===== config.mk =====
export PLATFORM = sky130hd
export DESIGN_NAME = carry_defer_acc
export DESIGN_NICKNAME = d
export VERILOG_FILES = /design/src/rtl/carry_defer_acc.sv
export SDC_FILE = /design/constraint.sdc
export NUM_CORES = 2
export LEC_CHECK = 0
export ABC_AREA = 1
export BUFFER_PORTS_ARGS = -buffer_cell sky130_fd_sc_hd__buf_2
export CORE_UTILIZATION = 25
export DETAILED_ROUTE_END_ITERATION = 10
export SLEW_MARGIN = 20
export SYNTH_ARGS = -nofsm -noshare
export SYNTH_HDL_FRONTEND = slang
export SYNTH_SLANG_ARGS = --single-unit

===== constraint.sdc =====
create_clock -name clk -period 6.15 [get_ports clk]
set_clock_uncertainty 0.05 [all_clocks]
set_input_delay 0.3075 -clock clk [delete_from_list [all_inputs] [get_ports clk]]
set_output_delay 0.3075 -clock clk [all_outputs]
set_load 0.02 [all_outputs]

===== src/rtl/carry_defer_acc.sv =====
module carry_defer_acc #(
  parameter int LIMB_W = 51,
  parameter int TOP_W  = 52,
  parameter int REG_W  = 64,
  parameter int NLIMB  = 5
) (
  input  logic                                 clk,
  input  logic                                 rst_n,
  input  logic                                 clr_i,
  input  logic                                 norm_i,
  input  logic                                 op_valid_i,
  input  logic [(NLIMB-1)*LIMB_W+TOP_W-1:0]    op_data_i,
  output logic                                 op_ready_o,
  output logic                                 risk_o,
  output logic                                 done_o,
  output logic [(NLIMB-1)*LIMB_W+TOP_W-1:0]    sum_o
);
  localparam int OP_W   = (NLIMB-1)*LIMB_W + TOP_W;
  localparam int HEAD_W = REG_W - LIMB_W;
  localparam int CNT_W  = HEAD_W + 1;
  localparam logic [CNT_W-1:0] MAX_OPS  = {1'b1, {HEAD_W{1'b0}}};
  localparam logic [CNT_W-1:0] ONE_CNT  = {{HEAD_W{1'b0}}, 1'b1};
  localparam logic [REG_W-1:0] LOW_MASK = {{HEAD_W{1'b0}}, {LIMB_W{1'b1}}};
  localparam logic [REG_W-1:0] TOP_MASK = {{(REG_W-TOP_W){1'b0}}, {TOP_W{1'b1}}};

  logic [REG_W-1:0] limb_q  [NLIMB];
  logic [REG_W-1:0] op_limb [NLIMB];
  logic [REG_W-1:0] cin     [NLIMB];
  logic [NLIMB-2:0] hr_busy;
  logic [CNT_W-1:0] cnt_q;
  logic norm_q, done_q, accept, canon;

  assign risk_o     = (cnt_q == MAX_OPS);
  assign op_ready_o = !norm_q && !clr_i && !risk_o;
  assign accept     = op_valid_i && op_ready_o;
  assign canon      = (hr_busy == '0);
  assign done_o     = done_q;

  for (genvar g = 0; g < NLIMB; g++) begin : g_limb
    if (g == 0) begin : g_cin0
      assign cin[g] = '0;
    end else begin : g_cinn
      assign cin[g] = limb_q[g-1] >> LIMB_W;
    end
    if (g == NLIMB-1) begin : g_top
      assign op_limb[g] = REG_W'(op_data_i[OP_W-1 -: TOP_W]);
      assign sum_o[OP_W-1 -: TOP_W] = limb_q[g][TOP_W-1:0];
    end else begin : g_low
      assign op_limb[g] = REG_W'(op_data_i[g*LIMB_W +: LIMB_W]);
      assign sum_o[g*LIMB_W +: LIMB_W] = limb_q[g][LIMB_W-1:0];
      assign hr_busy[g] = |limb_q[g][REG_W-1:LIMB_W];

      AST_NO_WRAP: assert property (@(posedge clk) disable iff (!rst_n)
        accept |=> limb_q[g] >= $past(limb_q[g])) else $error("lower limb wrapped");
    end
  end

  always_ff @(posedge clk or negedge rst_n) begin
    if (!rst_n) begin
      for (int i = 0; i < NLIMB; i++) limb_q[i] <= '0;
      cnt_q  <= '0;
      norm_q <= 1'b0;
      done_q <= 1'b0;
    end else begin
      done_q <= 1'b0;
      if (clr_i) begin
        for (int i = 0; i < NLIMB; i++) limb_q[i] <= '0;
        cnt_q  <= '0;
        norm_q <= 1'b0;
      end else if (norm_q) begin
        if (canon) begin
          limb_q[NLIMB-1] <= limb_q[NLIMB-1] & TOP_MASK;
          norm_q <= 1'b0;
          done_q <= 1'b1;
          cnt_q  <= ONE_CNT;
        end else begin
          for (int i = 0; i < NLIMB; i++) begin
            if (i == NLIMB-1) limb_q[i] <= limb_q[i] + cin[i];
            else              limb_q[i] <= (limb_q[i] & LOW_MASK) + cin[i];
          end
        end
      end else begin
        if (accept) begin
          for (int i = 0; i < NLIMB; i++) limb_q[i] <= limb_q[i] + op_limb[i];
          cnt_q <= cnt_q + ONE_CNT;
        end
        if (norm_i) norm_q <= 1'b1;
      end
    end
  end

  AST_DONE_CANON: assert property (@(posedge clk) disable iff (!rst_n)
    done_o |-> (hr_busy == '0) && (limb_q[NLIMB-1][REG_W-1:TOP_W] == '0)) else $error("done with carries left");
  AST_DONE_PULSE: assert property (@(posedge clk) disable iff (!rst_n)
    done_o |=> !done_o) else $error("done longer than one cycle");
  AST_STALL_NORM: assert property (@(posedge clk) disable iff (!rst_n)
    (norm_i && !norm_q && !clr_i) |=> !op_ready_o) else $error("ready during normalize");
  AST_RISK_HOLD: assert property (@(posedge clk) disable iff (!rst_n)
    (risk_o && !clr_i && !norm_q && !norm_i) |=> risk_o) else $error("risk dropped");
  AST_CLR_ZERO: assert property (@(posedge clk) disable iff (!rst_n)
    clr_i |=> (sum_o == '0) && !done_o) else $error("clear incomplete");
endmodule


==> impl_metrics.yaml <==
clock_network:
  cts_resized: 0
  cts_buffer_depth: 3
  postCtsSetupBuffers: 0
  clkTransAtPathRegs_ps: 60
  cts_tree: "yes"
  ctsHtreeMaxLevel: 2
  cts_buffers: 49
  insertion_delay_ps: 660
  hold_buffers: 3
  cts-root-buf: "clkbuf_16"
  cts.sink_count: 324
power_and_ir_drop:
  p_leak_nw: 30.1
  p_int_mw: 8.88
  seq_power_share: 0.211
  powerDensity_nw_per_um2: 418
  ir_drop_uv: 228
  p_total_mw: 22.4
  switching_share: 0.604
  p_switching_mw: 13.5
  p_clk_frac: 0.136
  p_comb_frac: 0.654
detailed_routing:
  post_drt_wl_per_cell_microns: 19.4
  avgViaCountPerCell: 4.86
  dr.pass1.iters: 8
  routed_wl_microns: 229000
  drt-initial-drc-count: 5247
  route.detailed.drc: 0
  ant_nets: 0
  vias: 57226
cells_and_area:
  seqCellArea_sq_um: 8110
  instances_no_fill: 11776
  nNetsFinal: 9824
  multi_input_area_sq_um: 32200
  utilization: 0.290
  area_growth_pct: 15.1
  fill_cells: 21573
  drive_above_1_share: 0.0709
place:
  io_buffers: 519
  hpwlAfterDp_microns: 189000
  placedCellCount: 11671
  gp_congestion: 1.03
setup_path:
  critPathMaxFanout: 93
  required_ps: 6670
  endpoint: "cin[10]"
  critPathCaptureType: "register"
  crit_arrival_ps: 5030
  rr_startpoint: "norm_q"
  rrSetupSlack_ps: 1640
  critPathLaunchType: "register"
  crit_start: "norm_q"
  rr_endpoint: "cin[10]"
  r2r_cells: 10
  crit_type: "reg2reg"
synthesis:
  syn_area_sq_um: 46600
  yosys.area.top_type: "nand2_1"
  ys.flop_type: "dfrtp_1"
  synth_cell_types: 47
  syn_nets: 9352
  synth_area_per_cell_sq_um: 5.31
  synth_warnings: 0
  async_reset_ff_frac: 1.00
  synth.area.top_cells: "nand2_1 (27%), dfrtp_1 (17%), inv_1 (12%)"
  syn_inst: 8773
  synth_seq_cells: 324
  synth_edf_count: 0
  synth_top_area_frac: 0.272
  seq_area_frac_synth: 0.174
die:
  dieArea_sq_um: 188000
  floorplan.rows: 158
  die_x_microns: 434
  core_region_area_sq_um: 185000
  die_y_microns: 434
  ios: 520
  start_util: 0.252
timing:
  hold_violations: 0
  maxSlewHeadroom: 0.275
  slew_viol_final: 0
  rsz0062_at_grt: "no"
  min_period_over_period: 0.733
  whs_ps: 79.5
  setup_viol: 0
  period_needed_ps: 4510
  worst_pin_slew_ps: 1090
  setup_tns_ps: 0
  fmax_mhz: 222
run_status:
  status: "finished, final reports clean"
min_path:
  min-delay-start: "op_data_i[204]"
  holdCritPathClass: "in2reg"
global_route:
  grt_max_degree: 168
  track_usage: 0.234
  grt_pass1_wl_microns: 332000
  grt_pass1_vias: 52180
  antenna_found_initial: 13
  grt-ovfl-total: 0
flow_run:
  max_cap_violations: 0
## cell families (layout without fill, tap and decap cells)
| kind of cell | Yosys count | count (layout) | share of synthesized area |
|---|---|---|---|
| flip-flops | 324 | 324 | 0.174 |
| other | 0 | 15 | 0 |
| adder cells (fa/ha/maj) | 318 | 318 | 0.0868 |
| AND/OR/NAND/NOR | 5503 | 5503 | 0.486 |
| buffers and inverters | 1639 | 2147 | 0.135 |
| AO/OA/AOI/OAI | 909 | 909 | 0.104 |
| XOR/XNOR | 80 | 80 | 0.0150 |
## critical path: stages (launching register included)
cell and delay (ps):
dfrtp_4 410, buf_4 740, inv_6 450, nor2_2 480, nand3_4 240, nand2_8 610
buf_4 920, nor2_1 160, nand3_1 140, nand2_1 50, nor2_1 100
## sequential cells by signal (all words and copies together), names as in the netlist
signal,flops
norm_q,1
cin,52
cnt_q,14
sum_o,256
done_o,1
## power by group through the flow
stage	clock network, mW	logic (mW)	registers (mW)
after floorplan	0	8.75	4.50
after global placement	0	14.4	4.69
after detailed placement	0	14.4	4.69
after CTS	3.11	14.4	4.66
after global routing	3.18	16.1	4.74
final	3.04	14.6	4.72
## how the worst min path moves through the flow
stage	endpoint	slack, ps	depth (start not counted)
after floorplan	cin[0]	-40	0
final	sum_o[204]	80	4
after global routing	sum_o[204]	80	4
after global placement	sum_o[3]	310	1
after detailed placement	sum_o[7]	310	1
after CTS	sum_o[204]	50	4
## metal layers
| metal | part of all wire | vias up | track usage |
|---|---|---|---|
| met4 | 0.066 | 6 | 0.138 |
| li1 | - | 28601 | - |
| met3 | 0.081 | 469 | 0.0380 |
| met2 | 0.44 | 2344 | 0.373 |
| met1 | 0.41 | 25806 | 0.296 |
| met5 | 0.00016 | - | 0 |
## synthesized netlist by cell type (all sizes together), types with 51 or more instances
cell    instances
o21ai         347
nor2          885
nand4         133
inv          1516
nand2        3383
o21bai         55
dfrtp         324
ha            309
xor2           53
nor3          158
a21oi         444
buf            71
nand3         827
clkbuf         51
## stage by stage
| step | cell area [sq um] | setup WS (ps) |
|---|---|---|
| after floorplan | 46600 | 3740 |
| after global placement | 51900 | 1720 |
| after detailed placement | 51900 | 1610 |
| after CTS | 53600 | 1600 |
| after global routing | 53600 | 1360 |
| final | 53700 | 1640 |
## placed cells by master, fill, tap and decap left out, types with 53 or more instances in the layout
cell      instances
nand2_1        3379
inv_1          1510
nor2_1          881
nand3_1         825
buf_2           518
a21oi_1         444
dfrtp_1         323
o21ai_0         310
ha_1            309
nor3_1          156
nand4_1         133
o21bai_1         55
xor2_1           53
## cell type report
type / count / area share
Antenna cell: 15 / 0.000700
Clock buffer: 66 / 0.0258
Clock inverter: 21 / 0.00480
Inverter: 1517 / 0.106
Multi-Input combinational cell: 6810 / 0.601
Sequential cell: 324 / 0.151
Tap cell: 2480 / 0.0578
Timing Repair Buffer: 543 / 0.0528
Power figures use the tool's default switching activity.
